--- config.mk ---
export PLATFORM = sky130hd
export DESIGN_NAME = sync_count_stage
export DESIGN_NICKNAME = d
export VERILOG_FILES = /design/src/rtl/sync_count_pkg.sv /design/src/rtl/sync_count_ctrl.sv /design/src/rtl/sync_count_next.sv /design/src/rtl/sync_count_term.sv /design/src/rtl/sync_count_stage.sv
export SDC_FILE = /design/constraint.sdc
export NUM_CORES = 1
export LEC_CHECK = 0
export BUFFER_PORTS_ARGS = -buffer_cell sky130_fd_sc_hd__buf_2
export CAP_MARGIN = 20
export CORE_AREA = 3 3 40 42
export DETAILED_ROUTE_END_ITERATION = 7
export DIE_AREA = 0 0 43 45
export SETUP_SLACK_MARGIN = 0.5
export SYNTH_ARGS = -nofsm -noshare
export SYNTH_HDL_FRONTEND = slang
export SYNTH_SLANG_ARGS = --single-unit
--- constraint.sdc ---
create_clock -name clk -period 1.25 [get_ports clk]
set_input_delay 0.125 -clock clk [delete_from_list [all_inputs] [get_ports clk]]
set_output_delay 0.125 -clock clk [all_outputs]
set_load 0.02 [all_outputs]
--- src/rtl/sync_count_pkg.sv ---
package sync_count_pkg;
   typedef enum logic [1:0] {
      ACT_HOLD = 2'd0,
      ACT_LOAD = 2'd1,
      ACT_STEP = 2'd2
   } act_e;
endpackage

--- src/rtl/sync_count_ctrl.sv ---
module sync_count_ctrl
   import sync_count_pkg::*;
(
   input  logic ld_n,
   input  logic cnt_en,
   input  logic chain_en,
   output act_e act
);
   // load outranks counting; clear is handled asynchronously at the register
   always_comb begin
      if (!ld_n)                    act = ACT_LOAD;
      else if (cnt_en && chain_en)  act = ACT_STEP;
      else                          act = ACT_HOLD;
   end
endmodule

--- src/rtl/sync_count_next.sv ---
module sync_count_next
   import sync_count_pkg::*;
#(
   parameter int WIDTH        = 4,
   parameter bit TOGGLE_CHAIN = 1'b1
)(
   input  act_e             act,
   input  logic [WIDTH-1:0] cur,
   input  logic [WIDTH-1:0] din,
   output logic [WIDTH-1:0] nxt
);
   logic [WIDTH-1:0] inc;

   generate
      if (TOGGLE_CHAIN) begin : g_toggle
         // bit i flips when every lower bit is one
         logic [WIDTH:0] all_low;
         assign all_low[0] = 1'b1;
         for (genvar i = 0; i < WIDTH; i++) begin : g_bit
            assign all_low[i+1] = all_low[i] & cur[i];
            assign inc[i]       = cur[i] ^ all_low[i];
         end
      end else begin : g_adder
         assign inc = cur + WIDTH'(1);
      end
   endgenerate

   always_comb begin
      case (act)
         ACT_LOAD: nxt = din;
         ACT_STEP: nxt = inc;
         default:  nxt = cur;
      endcase
   end
endmodule

--- src/rtl/sync_count_term.sv ---
module sync_count_term #(
   parameter int WIDTH = 4
)(
   input  logic [WIDTH-1:0] cur,
   input  logic             chain_en,
   output logic             term_out
);
   assign term_out = chain_en & (&cur);
endmodule

--- src/rtl/sync_count_stage.sv ---
module sync_count_stage
   import sync_count_pkg::*;
#(
   parameter int WIDTH        = 4,
   parameter bit TOGGLE_CHAIN = 1'b1
)(
   input  logic             clk,
   input  logic             zero_n,
   input  logic             ld_n,
   input  logic             cnt_en,
   input  logic             chain_en,
   input  logic [WIDTH-1:0] din,
   output logic [WIDTH-1:0] q,
   output logic             term_out
);
   localparam logic [WIDTH-1:0] ALL_ONES = {WIDTH{1'b1}};

   generate
      if (WIDTH < 1) begin : g_bad_width
         $error("sync_count_stage: WIDTH must be at least 1");
      end
   endgenerate

   act_e             act;
   logic [WIDTH-1:0] nxt;

   sync_count_ctrl u_ctrl (
      .ld_n     (ld_n),
      .cnt_en   (cnt_en),
      .chain_en (chain_en),
      .act      (act)
   );

   sync_count_next #(.WIDTH(WIDTH), .TOGGLE_CHAIN(TOGGLE_CHAIN)) u_next (
      .act (act),
      .cur (q),
      .din (din),
      .nxt (nxt)
   );

   sync_count_term #(.WIDTH(WIDTH)) u_term (
      .cur      (q),
      .chain_en (chain_en),
      .term_out (term_out)
   );

   always_ff @(posedge clk or negedge zero_n) begin
      if (!zero_n) q <= '0;
      else         q <= nxt;
   end

   assert_clear_zero_R1: assert property (@(posedge clk) !zero_n |-> (q == '0))
      else $error("R1: count not zero during clear");

   assert_load_takes_R2: assert property (@(posedge clk) disable iff (!zero_n)
      !ld_n |=> (q == $past(din)))
      else $error("R2: load value not taken");

   assert_step_one_R3: assert property (@(posedge clk) disable iff (!zero_n)
      (ld_n && cnt_en && chain_en) |=> (q == WIDTH'($past(q) + 1'b1)))
      else $error("R3: count did not advance by one");

   assert_hold_cnt_R4: assert property (@(posedge clk) disable iff (!zero_n)
      (ld_n && !cnt_en) |=> $stable(q))
      else $error("R4: count moved with cnt_en low");

   assert_hold_chain_R5: assert property (@(posedge clk) disable iff (!zero_n)
      (ld_n && !chain_en) |=> $stable(q))
      else $error("R5: count moved with chain_en low");

   assert_wrap_R6: assert property (@(posedge clk) disable iff (!zero_n)
      (ld_n && cnt_en && chain_en && q == ALL_ONES) |=> (q == '0))
      else $error("R6: no wrap to zero");

   assert_term_hi_R7: assert property (@(posedge clk)
      (chain_en && q == ALL_ONES) |-> term_out)
      else $error("R7: terminal output missing");

   assert_term_lo_R7: assert property (@(posedge clk)
      (!chain_en || q != ALL_ONES) |-> !term_out)
      else $error("R7: terminal output spurious");
endmodule

; ---- After elaboration in Yosys (flattened, before gate mapping)
; Cells that the tools add are included.
[classes]
n_addsub = 0
mul = 0
n_div = 0
order_cmp = 0
n_eq_ne = 2
n_shift = 0
muxes = 3
bitwise = 7
n_reduce_logical = 3
[ops]
columns = cell, n
row1 = $pmux W4 S2, 1
row2 = $mux W2, 2
row3 = $reduce_and A4 Y1, 1
row4 = $and A1 B1 Y1, 3
row5 = $xor A1 B1 Y1, 3
row6 = $eq A2 B1 Y1 const B, 1
row7 = $eq A2 B2 Y1 const B, 1
row8 = $reduce_bool A2 Y1, 1
row9 = $logic_and A1 B1 Y1, 1
row10 = $not A1 Y1, 1
[totals]
regBits = 4
latchBits = 0
ramBits = 0
rom_bits = 0
input_bits = 9
mem_count = 0

; ---- Logic depth before layout (Yosys ltp)
[depth]
ltp_word = 5
ltp_mapped = 5
depth_no_buf = 5

; ---- Cells and area by module
; From an unflattened synthesis, not the netlist that was laid out.
[unflattened]
cells_unflattened = 31
hier_area_um2 = 281.5
[by_module_without_submodules]
columns = module, n_inst, cells_per_inst, area_per_inst_um2
row1 = sync_count_next, 1, 22, 158.9
row2 = sync_count_stage, 1, 4, 100.1
row3 = sync_count_term, 1, 3, 12.5
row4 = sync_count_ctrl, 1, 2, 10.0

; ---- Least setup slack after synthesis
; OpenSTA, ideal clock, no wires.
[synth_timing]
path_type = register to register
from = register q[0]
to = register q[3]
setup_ps = 125
t_arrival_ps = 1137
required_time_ps = 1125
setup_slack_ps = -12
path_stages_with_launch = 6
n_path_buf = 0
period_less_slack_ps = 1262
path_cell_list = dfrtp_1 > ha_1 > ha_1 > nand3_1 > xor2_1 > a21oi_1
[synth_between]
elab_chain_cells = 4
[synth_rtl]
columns = element, line_no
row1 = from (decl), sync_count_stage.sv:13  ; output logic [WIDTH-1:0] q,
row2 = from (signal assigned), sync_count_stage.sv:49  ; else q <= nxt;
row3 = $and A1 B1 Y1 (2 in a row), sync_count_next.sv:20  ; assign all_low[i+1] = all_low[i] & cur[i];
row4 = $xor A1 B1 Y1, sync_count_next.sv:21  ; assign inc[i] = cur[i] ^ all_low[i];
row5 = $pmux W4 S2, sync_count_next.sv:29  ; case (act)
; No other way between the ends.
; A chain may end at the register's enable or synchronous reset.

; ---- Worst setup path after layout
[layout_timing]
from = register q[1]
to = output port term_out
[layout_between]
elab_chain_cells = 2
[layout_rtl]
columns = element, line_no
row1 = $reduce_and A4 Y1, sync_count_term.sv:8  ; assign term_out = chain_en & (&cur);
row2 = $and A1 B1 Y1, sync_count_term.sv:8
row3 = to (decl), sync_count_stage.sv:14  ; output logic term_out
; No other way between the ends.

==> reports/metrics.yaml <==
placement:
  hpwl_um: 448.3
  io_buffer_count: 13
  place.gp.congestion: 0.6958
yosys:
  async_flop_share: 1.000
  syn_nets: 33
  netlist_area_um2: 224.0
  synth_ff_type: "dfrtp_1"
  ys_seq_area_frac: 0.4469
  yosys-top-cells-count: "a21oi_1 (4), dfrtp_1 (4), nor2_1 (4)"
  synth.avg_cell_area_um2: 10.18
  synth_top_cell_by_area: "dfrtp_1"
  synth-seq-cells: 4
  synth_top_area_frac: 0.4469
  synth_cells: 22
  synth_area_leaders: "dfrtp_1 (45%), ha_1 (11%), a21oi_1 (8.9%), mux2i_1 (8.9%), xor2_1 (7.8%)"
  synthDistinctLibCells: 10
  yosysWarnings: 0
  synth-edff-count: 0
worst_setup_path:
  cp-start-kind: "flop"
  critPathArrivalTime_ns: 1.12
  ff2ff_path_depth: 5
  endpoint_kind: "primary output"
  cp_data_required_time_ns: 1.12
  crit_type: "flop to primary output"
  crit_fanout: 2
grt:
  grt_overflow_total: 0
  grt_use_total: 0.06845
  grt_max_degree: 9
  grt_pass1_vias: 220
  grt_pass1_wl_um: 903
  antenna_found_initial: 0
sta:
  drv_slew: 0
  finalSetupViolCount: 0
  finalCritPeriodShare: 0.9979
  max_freq_ghz: 0.8017
  min_period_ns: 1.247
  finClkSkew_ns: 0.006186
  holdWs_ns: 0.1364
  tightestPinTransition_ns: 0.1460
  slew_headroom: 0.8999
  rsz0062_at_grt: "yes"
  hold_viol: 0
floorplan:
  die_h_um: 45
  chipWidth_um: 43
  dieArea_um2: 1935
  fp.coreArea_um2: 1285
  initial_core_util: 0.1743
  fp-row-count: 13
  io_pins: 14
routing:
  drt-total-wl_um: 576
  drtIter0Drc: 3
  vias: 229
  routedWlPerCell_um: 10.11
  ant_nets: 0
  drtPass1Iterations: 2
  via_per_inst: 4.018
  drc_errors: 0
cts:
  path_clk_slew_ns: 0.04
  cts_root_buffer: "clkbuf_4"
  cts_tree: "done"
  clock_sinks: 4
  clock_latency_ns: 0.24
  cts_max_level: 1
  clockBufferDepth: 2
  cts_inserted_buffers: 3
power_and_ir_drop:
  p_total_mw: 0.5252
  peakVddDrop_mv: 0.4211
  powerDensity_nw_per_um2: 1172
  p_leak_nw: 0.1988
final_layout:
  regMostFlops: "q"
  diodes: 0
  layout-drive-gt1-share: 0.6905
  largest_reg_flops: 4
  reg_top3: "q (4)"
  finalNetCount: 54
  syn_to_final_growth_pct: 100.0
  fill_cells: 140
min_path:
  whs_path_depth: 3
  hold_class: "primary input to flop"
run:
  cap_violations: 0
status:
  status: "finished, final reports clean"
[cells in the final DEF, fill, tap and decap left out]
cell           instances
a21oi_1                4
and4_4                 1
buf_2                  8
buf_4                  2
buf_6                  6
clkbuf_1               1
clkbuf_4               3
dfrtp_2                4
dlygate4sd3_1          1
ha_4                   2
mux2i_1                2
nand2_2                1
nand3_4                1
nor2_1                 4
xor2_1                 1
xor2_2                 1
[cell families after synthesis]
group,count (synthesis),synth area share
flip-flops,4,0.4469
XOR/XNOR,2,0.07823
AO/OA/AOI/OAI,4,0.08939
AND/OR/NAND/NOR,7,0.1620
multiplexers,2,0.08939
adder cells (fa/ha/maj),2,0.1117
buffers and inverters,1,0.02232
[what timing repair did]
| action | 4_1_cts | 5_1_grt |
|---|---|---|
| setup buffers | 2 | 1 |
| endpoints found under the setup margin | 9 | 9 |
| gates resized for setup | 13 | 3 |
| hold endpoints to repair | 4 | 0 |
| hold buffers | 1 | 0 |
| pin swaps | 6 | 3 |
[metal layers]
metal / routed length, um / share of wire / GRT usage / vias up
met5: 0 / 0 / 0 / -
met4: 14 / 0.024 / 0.09036 / 0
met3: 77 / 0.13 / 0.01992 / 2
met2: 212 / 0.37 / 0.08084 / 16
met1: 271 / 0.47 / 0.08495 / 97
li1: - / - / - / 114
[per-stage QoR]
step / instance area (um^2) / setup WS [ns] / util / TNS (ns) / instances
after floorplan: 256.5 / 0.08536 / - / 0 / 22
after global placement: 335.3 / 0.07793 / 0.2610 / 0 / 49
after detailed placement: 335.3 / 0.07432 / 0.2610 / 0 / 49
after CTS: 424.2 / -0.01134 / 0.3301 / -0.01134 / 56
after global routing: 447.9 / -0.02546 / 0.3486 / -0.02546 / 57
final: 447.9 / 0.002644 / 0.3486 / 0 / 57
[worst max-delay path, cell delays in order (launching register included)]
cell and delay (ns):
dfrtp_2 0.42, ha_4 0.17, and4_4 0.17, buf_6 0.12
[layout make-up]
| cell class | count | area, um^2 | area share |
|---|---|---|---|
| multi-input cells | 17 | 165.2 | 0.3687 |
| well taps | 15 | 18.77 | 0.04190 |
| repair buffers | 17 | 132.6 | 0.2961 |
| clock buffers | 4 | 26.28 | 0.05866 |
| flip-flops and latches | 4 | 105.1 | 0.2346 |
[path summary, 6_finish.rpt]
path / from / end / slack [ns]
max in group asynchronous: zero_n / q[2]$_DFFE_PN0P_ / 0.90
worst max-delay path: q[1]$_DFFE_PN0P_ / term_out / 0.003
worst min-delay path: din[0] / q[0]$_DFFE_PN0P_ / 0.14
worst max register to register: q[1]$_DFFE_PN0P_ / q[3]$_DFFE_PN0P_ / 0.12
min in group asynchronous: zero_n / q[0]$_DFFE_PN0P_ / 0.22
worst min register to register: q[3]$_DFFE_PN0P_ / q[3]$_DFFE_PN0P_ / 0.63
[power by group]
group,internal (mW),switching [mW],leakage (nW),total (mW)
Clock,0.120,0.0569,0.0150,0.177
Sequential,0.149,0.0216,0.0413,0.171
Combinational,0.101,0.0771,0.143,0.178
Total,0.370,0.156,0.199,0.525
(Power assumes the default switching activity.)
